### config.mk
export PLATFORM = sky130hd
export DESIGN_NAME = peak3_timing_locator
export DESIGN_NICKNAME = d
export VERILOG_FILES = /design/src/rtl/peak3_timing_locator.sv
export SDC_FILE = /design/constraint.sdc
export NUM_CORES = 1
export LEC_CHECK = 0
export ABC_CLOCK_PERIOD_IN_PS = 10020
export BUFFER_PORTS_ARGS = -buffer_cell sky130_fd_sc_hd__buf_2
export CORE_MARGIN = 4
export CORE_UTILIZATION = 45
export CTS_CLUSTER_SIZE = 28
export DETAILED_ROUTE_END_ITERATION = 6
export PLACE_DENSITY = 0.69
export SYNTH_ARGS = -nofsm -noshare
export SYNTH_HDL_FRONTEND = slang
export SYNTH_SLANG_ARGS = --single-unit
### constraint.sdc
create_clock -name clk -period 10.02 [get_ports clk]
set_clock_uncertainty 0.15 [all_clocks]
set_input_delay 0.501 -clock clk [delete_from_list [all_inputs] [get_ports clk]]
set_output_delay 0.501 -clock clk [all_outputs]
set_load 0.01 [all_outputs]
### src/rtl/peak3_timing_locator.sv
module peak3_timing_locator #(
  parameter int MAG_W = 16,
  parameter int IDX_W = 10,
  parameter int OFS_W = 8
) (
  input  logic             clk,
  input  logic             rst_n,
  input  logic             mag_valid,
  input  logic [MAG_W-1:0] mag_in,
  input  logic             srch_start,
  input  logic             srch_end,
  input  logic [OFS_W-1:0] backoff,
  output logic [IDX_W-1:0] timing_idx,
  output logic             timing_done
);
  localparam int SLOTS = 3;
  localparam int DW = (IDX_W > OFS_W) ? IDX_W : OFS_W;
  localparam logic [IDX_W-1:0] IDX_MAX = '1;

  logic             searching;
  logic [IDX_W-1:0] cnt;
  logic [MAG_W-1:0] mag_q [SLOTS];
  logic [IDX_W-1:0] idx_q [SLOTS];
  logic [SLOTS-1:0] vld_q;
  logic [MAG_W-1:0] mag_d [SLOTS];
  logic [IDX_W-1:0] idx_d [SLOTS];
  logic [SLOTS-1:0] vld_d;
  logic [IDX_W-1:0] earliest;
  logic [DW-1:0]    e_ext, b_ext;
  logic [IDX_W-1:0] result;

  wire take   = searching && mag_valid && !srch_start;
  wire finish = searching && srch_end && !srch_start;

  always_comb begin
    int pos;
    pos = SLOTS;
    for (int j = SLOTS - 1; j >= 0; j--)
      if (!vld_q[j] || mag_in > mag_q[j]) pos = j;
    for (int j = 0; j < SLOTS; j++) begin
      mag_d[j] = mag_q[j];
      idx_d[j] = idx_q[j];
      vld_d[j] = vld_q[j];
      if (take && j == pos) begin
        mag_d[j] = mag_in;
        idx_d[j] = cnt;
        vld_d[j] = 1'b1;
      end else if (take && j > pos) begin
        mag_d[j] = mag_q[j-1];
        idx_d[j] = idx_q[j-1];
        vld_d[j] = vld_q[j-1];
      end
    end
  end

  always_comb begin
    logic found;
    found = 1'b0;
    earliest = '0;
    for (int j = 0; j < SLOTS; j++)
      if (vld_d[j] && (!found || idx_d[j] < earliest)) begin
        earliest = idx_d[j];
        found = 1'b1;
      end
  end

  assign e_ext  = DW'(earliest);
  assign b_ext  = DW'(backoff);
  assign result = (e_ext > b_ext) ? IDX_W'(e_ext - b_ext) : '0;

  always_ff @(posedge clk) begin
    if (!rst_n) begin
      searching   <= 1'b0;
      cnt         <= '0;
      vld_q       <= '0;
      timing_idx  <= '0;
      timing_done <= 1'b0;
      for (int j = 0; j < SLOTS; j++) begin
        mag_q[j] <= '0;
        idx_q[j] <= '0;
      end
    end else begin
      timing_done <= finish;
      if (finish) timing_idx <= result;
      if (srch_start) begin
        searching <= 1'b1;
        cnt       <= '0;
        vld_q     <= '0;
      end else begin
        if (take) begin
          for (int j = 0; j < SLOTS; j++) begin
            mag_q[j] <= mag_d[j];
            idx_q[j] <= idx_d[j];
          end
          vld_q <= vld_d;
          if (cnt != IDX_MAX) cnt <= cnt + 1'b1;
        end
        if (finish) searching <= 1'b0;
      end
    end
  end
endmodule

==> impl_metrics.json <==
{
  "result_of_the_run": "finished clean",
  "critical_path_arrival_ns": 9.46,
  "average_wire_per_standard_cell_um": 17.23,
  "diodes": 0,
  "die_width_um": 134.4,
  "hold_buffers": 0,
  "static-leakage-power_nw": 3.525,
  "clock_tree.root_cell": "sky130_fd_sc_hd__clkbuf_16",
  "synth.avg_cell_area_um2": 9.378,
  "synthToLayoutAreaGrowth_pct": 11.48,
  "cap_violations": 0,
  "cpMaxStageDelayCell": "sky130_fd_sc_hd__or4_4",
  "ys_types": 64,
  "tns_ns": 0,
  "start_util_pct": 46.63,
  "grt_pass1_vias": 5440,
  "synth_cell_area_um2": 7193,
  "viasPerCell": 5.653,
  "fp.coreArea_um2": 15430,
  "min-delay-path-class": "input pin to flip-flop",
  "critical_path.most_common_cell": "sky130_fd_sc_hd__o21ai_0",
  "timing.critical_path.fanout_max": 18,
  "detail_route.iter0.violations": 601,
  "row_count": 45,
  "chipHeight_um": 134.4,
  "final_max_slew_viol_count": 0,
  "dp_hpwl_mm": 13.04,
  "final_core_util_pct": 51.98,
  "detail-route-antenna-nets": 0,
  "cts-root-to-sink-buffers": 2,
  "fin_nets": 914,
  "global_route_usage_over_all_layers_pct": 19.49,
  "max_clock_freq_mhz": 107.3,
  "placed_cells_incl_taps": 1007,
  "cell_types_occupying_the_most_area_after_synthesis": "sky130_fd_sc_hd__edfxtp_1 33%, sky130_fd_sc_hd__ha_1 13%, sky130_fd_sc_hd__mux2i_1 8.6%",
  "setup_viol_count_final": 0,
  "cts_tree": "built",
  "grt_max_degree": 31,
  "timing.final.crit_period_ns": 9.320,
  "dpl-instance-area_um2": 7674,
  "first_pass_iters": 5,
  "antenna_found_initial": 0,
  "seq_area_frac_synth_pct": 39.52,
  "crit_path_end_kind": "flip-flop",
  "powerDensity_nw_per_um2": 123.0,
  "setup.worst_path.class": "flip-flop to flip-flop",
  "syn_inst": 767,
  "clock-sinks": 103,
  "yosys_warnings": 0,
  "synth-edff-count": 78,
  "placement.io_buffers": 39,
  "cp.required_ns": 10.16,
  "fin_area_um2": 8019,
  "final-hold-violation-count": 0,
  "wire_length_of_the_first_global_routing_pass_mm": 27.92,
  "globalRouteOverflowTotal": 0,
  "proportion_of_layout_cells_with_a_drive_suffix_above_1_pct": 12.16,
  "via_count": 5794,
  "start_kind": "flip-flop",
  "floorplan.die_area_um2": 18070,
  "yosysTopAreaCellShare_pct": 32.56,
  "ctsHtreeMaxLevel": 3,
  "synthArstFlopShare_pct": 0,
  "clk-insertion-delay-late_ns": 0.36,
  "timing.final.crit_share_pct": 93.01,
  "ir_drop_v": 0.00008471,
  "synthesized_flop_and_latch_total": 103,
  "gp_congestion": 0.9377,
  "remaining_drc_errors": 0,
  "synth_top_flop_cell": "sky130_fd_sc_hd__edfxtp_1",
  "most-common-layout-cells": "98 x sky130_fd_sc_hd__nor2_1, 78 x sky130_fd_sc_hd__edfxtp_1, 75 x sky130_fd_sc_hd__inv_1, 75 x sky130_fd_sc_hd__ha_1, 62 x sky130_fd_sc_hd__mux2i_1",
  "synth_nets": 872,
  "cpPeakStageDelay_ns": 0.58,
  "totalPowerFinal_mw": 0.9866,
  "layoutNonFillerInstCount": 1025,
  "sum_of_routed_wire_length_over_all_layers_mm": 17.66,
  "cts_buffers": 9,
  "commonest_non_fill_non_tap_cell_in_the_layout": "sky130_fd_sc_hd__nor2_1",
  "clk_pin_slew_ns": 0.07,
  "synth.largest_area_cell": "sky130_fd_sc_hd__edfxtp_1",
  "timing.slew.headroom_pct": 28.20,
  "floorplan.io_pins": 40,
  "worst_slew_pin_slew_ns": 1.073,
  "setup_repair_after_global_routing_missed_its_margin": "no"
}
## flip-flops by register name (all words and copies together), names as in the netlist
register / cells
cnt: 10
timing_done: 1
idx_q: 30
vld_q: 3
mag_q: 48
timing_idx: 10
searching: 1
## per-stage QoR
stage	hold slack [ns]	setup WS, ns
floorplan	0.3305	1.133
global placement	0.2950	0.4618
detailed placement	0.3025	0.2830
CTS	0.2733	0.4375
global route	0.2875	0.03460
finish	0.2718	0.7000
## cells in the mapped netlist, drive strengths merged (4+ instances only)
cell type  number
nand4          17
mux2i          63
nand3          11
nor3           13
clkbuf         23
buf             6
a22oi           5
ha             75
nor2b          17
a21boi          4
dfxtp          25
and3           21
xor2            4
or3             8
o221ai          4
edfxtp         78
xnor2           5
inv            75
nor2           98
nand2          42
or2             8
a21o            4
a31oi           4
and2           24
o21ai          32
nand2b          8
a21oi          48
## routing by layer
layer	vias up	track usage, %	share of wire [%]
met5	-	0	0
met1	2791	28.83	48
li1	2828	-	-
met2	158	29.94	45
met4	0	5.090	1.1
met3	17	2.851	5.5
## worst paths after layout
kind / endpoint / cells after the start / start / slack, ns
min reg2reg: timing_idx[0]$_SDFFE_PN0P_ / 2 / timing_idx[0]$_SDFFE_PN0P_ / 0.31
max: timing_idx[4]$_SDFFE_PN0P_ / 43 / mag_q[0][15]$_SDFFCE_PN0P_ / 0.70
max reg2reg: timing_idx[4]$_SDFFE_PN0P_ / 43 / mag_q[0][15]$_SDFFCE_PN0P_ / 0.70
min: searching$_SDFFE_PN0P_ / 3 / srch_start / 0.27
## report_power, final
part,internal (mW),switching (mW)
Clock,0.195,0.166
Sequential,0.476,0.00858
Combinational,0.0550,0.0864
Total,0.726,0.261
## kinds of logic (layout without fill, tap and decap cells)
group                      Yosys count  count (layout)  synth area share [%]
muxes                               64              64                 8.975
buffers and inverters              104             151                 5.601
xor gates and xnor gates             9               9                 1.096
and+or+nand+nor                    278             278                 19.22
adders and majority gates           76              76                 13.32
AOI/OAI and AO/OA                  133             133                 12.26
DFF                                103             103                 39.52
## critical path, delay by kind of cell, from the launching register on
family	cells	cell delay, ns
adder cells (fa/ha/maj)	4	1.01
AND/OR/NAND/NOR	10	2.23
multiplexers	3	0.68
flip-flops	1	0.36
buffers and inverters	5	0.87
AO/OA/AOI/OAI	21	3.94
## timing repair
action,4_1_cts,5_1_grt
resized for setup,0,6
setup buffers,0,2
setup endpoints to repair,0,10
## layout make-up
class	instances	area, µm²
Clock inverter	6	68.82
Fill cell	1435	7408
Sequential cell	103	2843
Clock buffer	10	229.0
Multi-Input combinational cell	560	3980
Inverter	75	281.5
Tap cell	211	264.0
Timing Repair Buffer	60	352.8
Note: power is estimated with default switching activity, not from simulation.
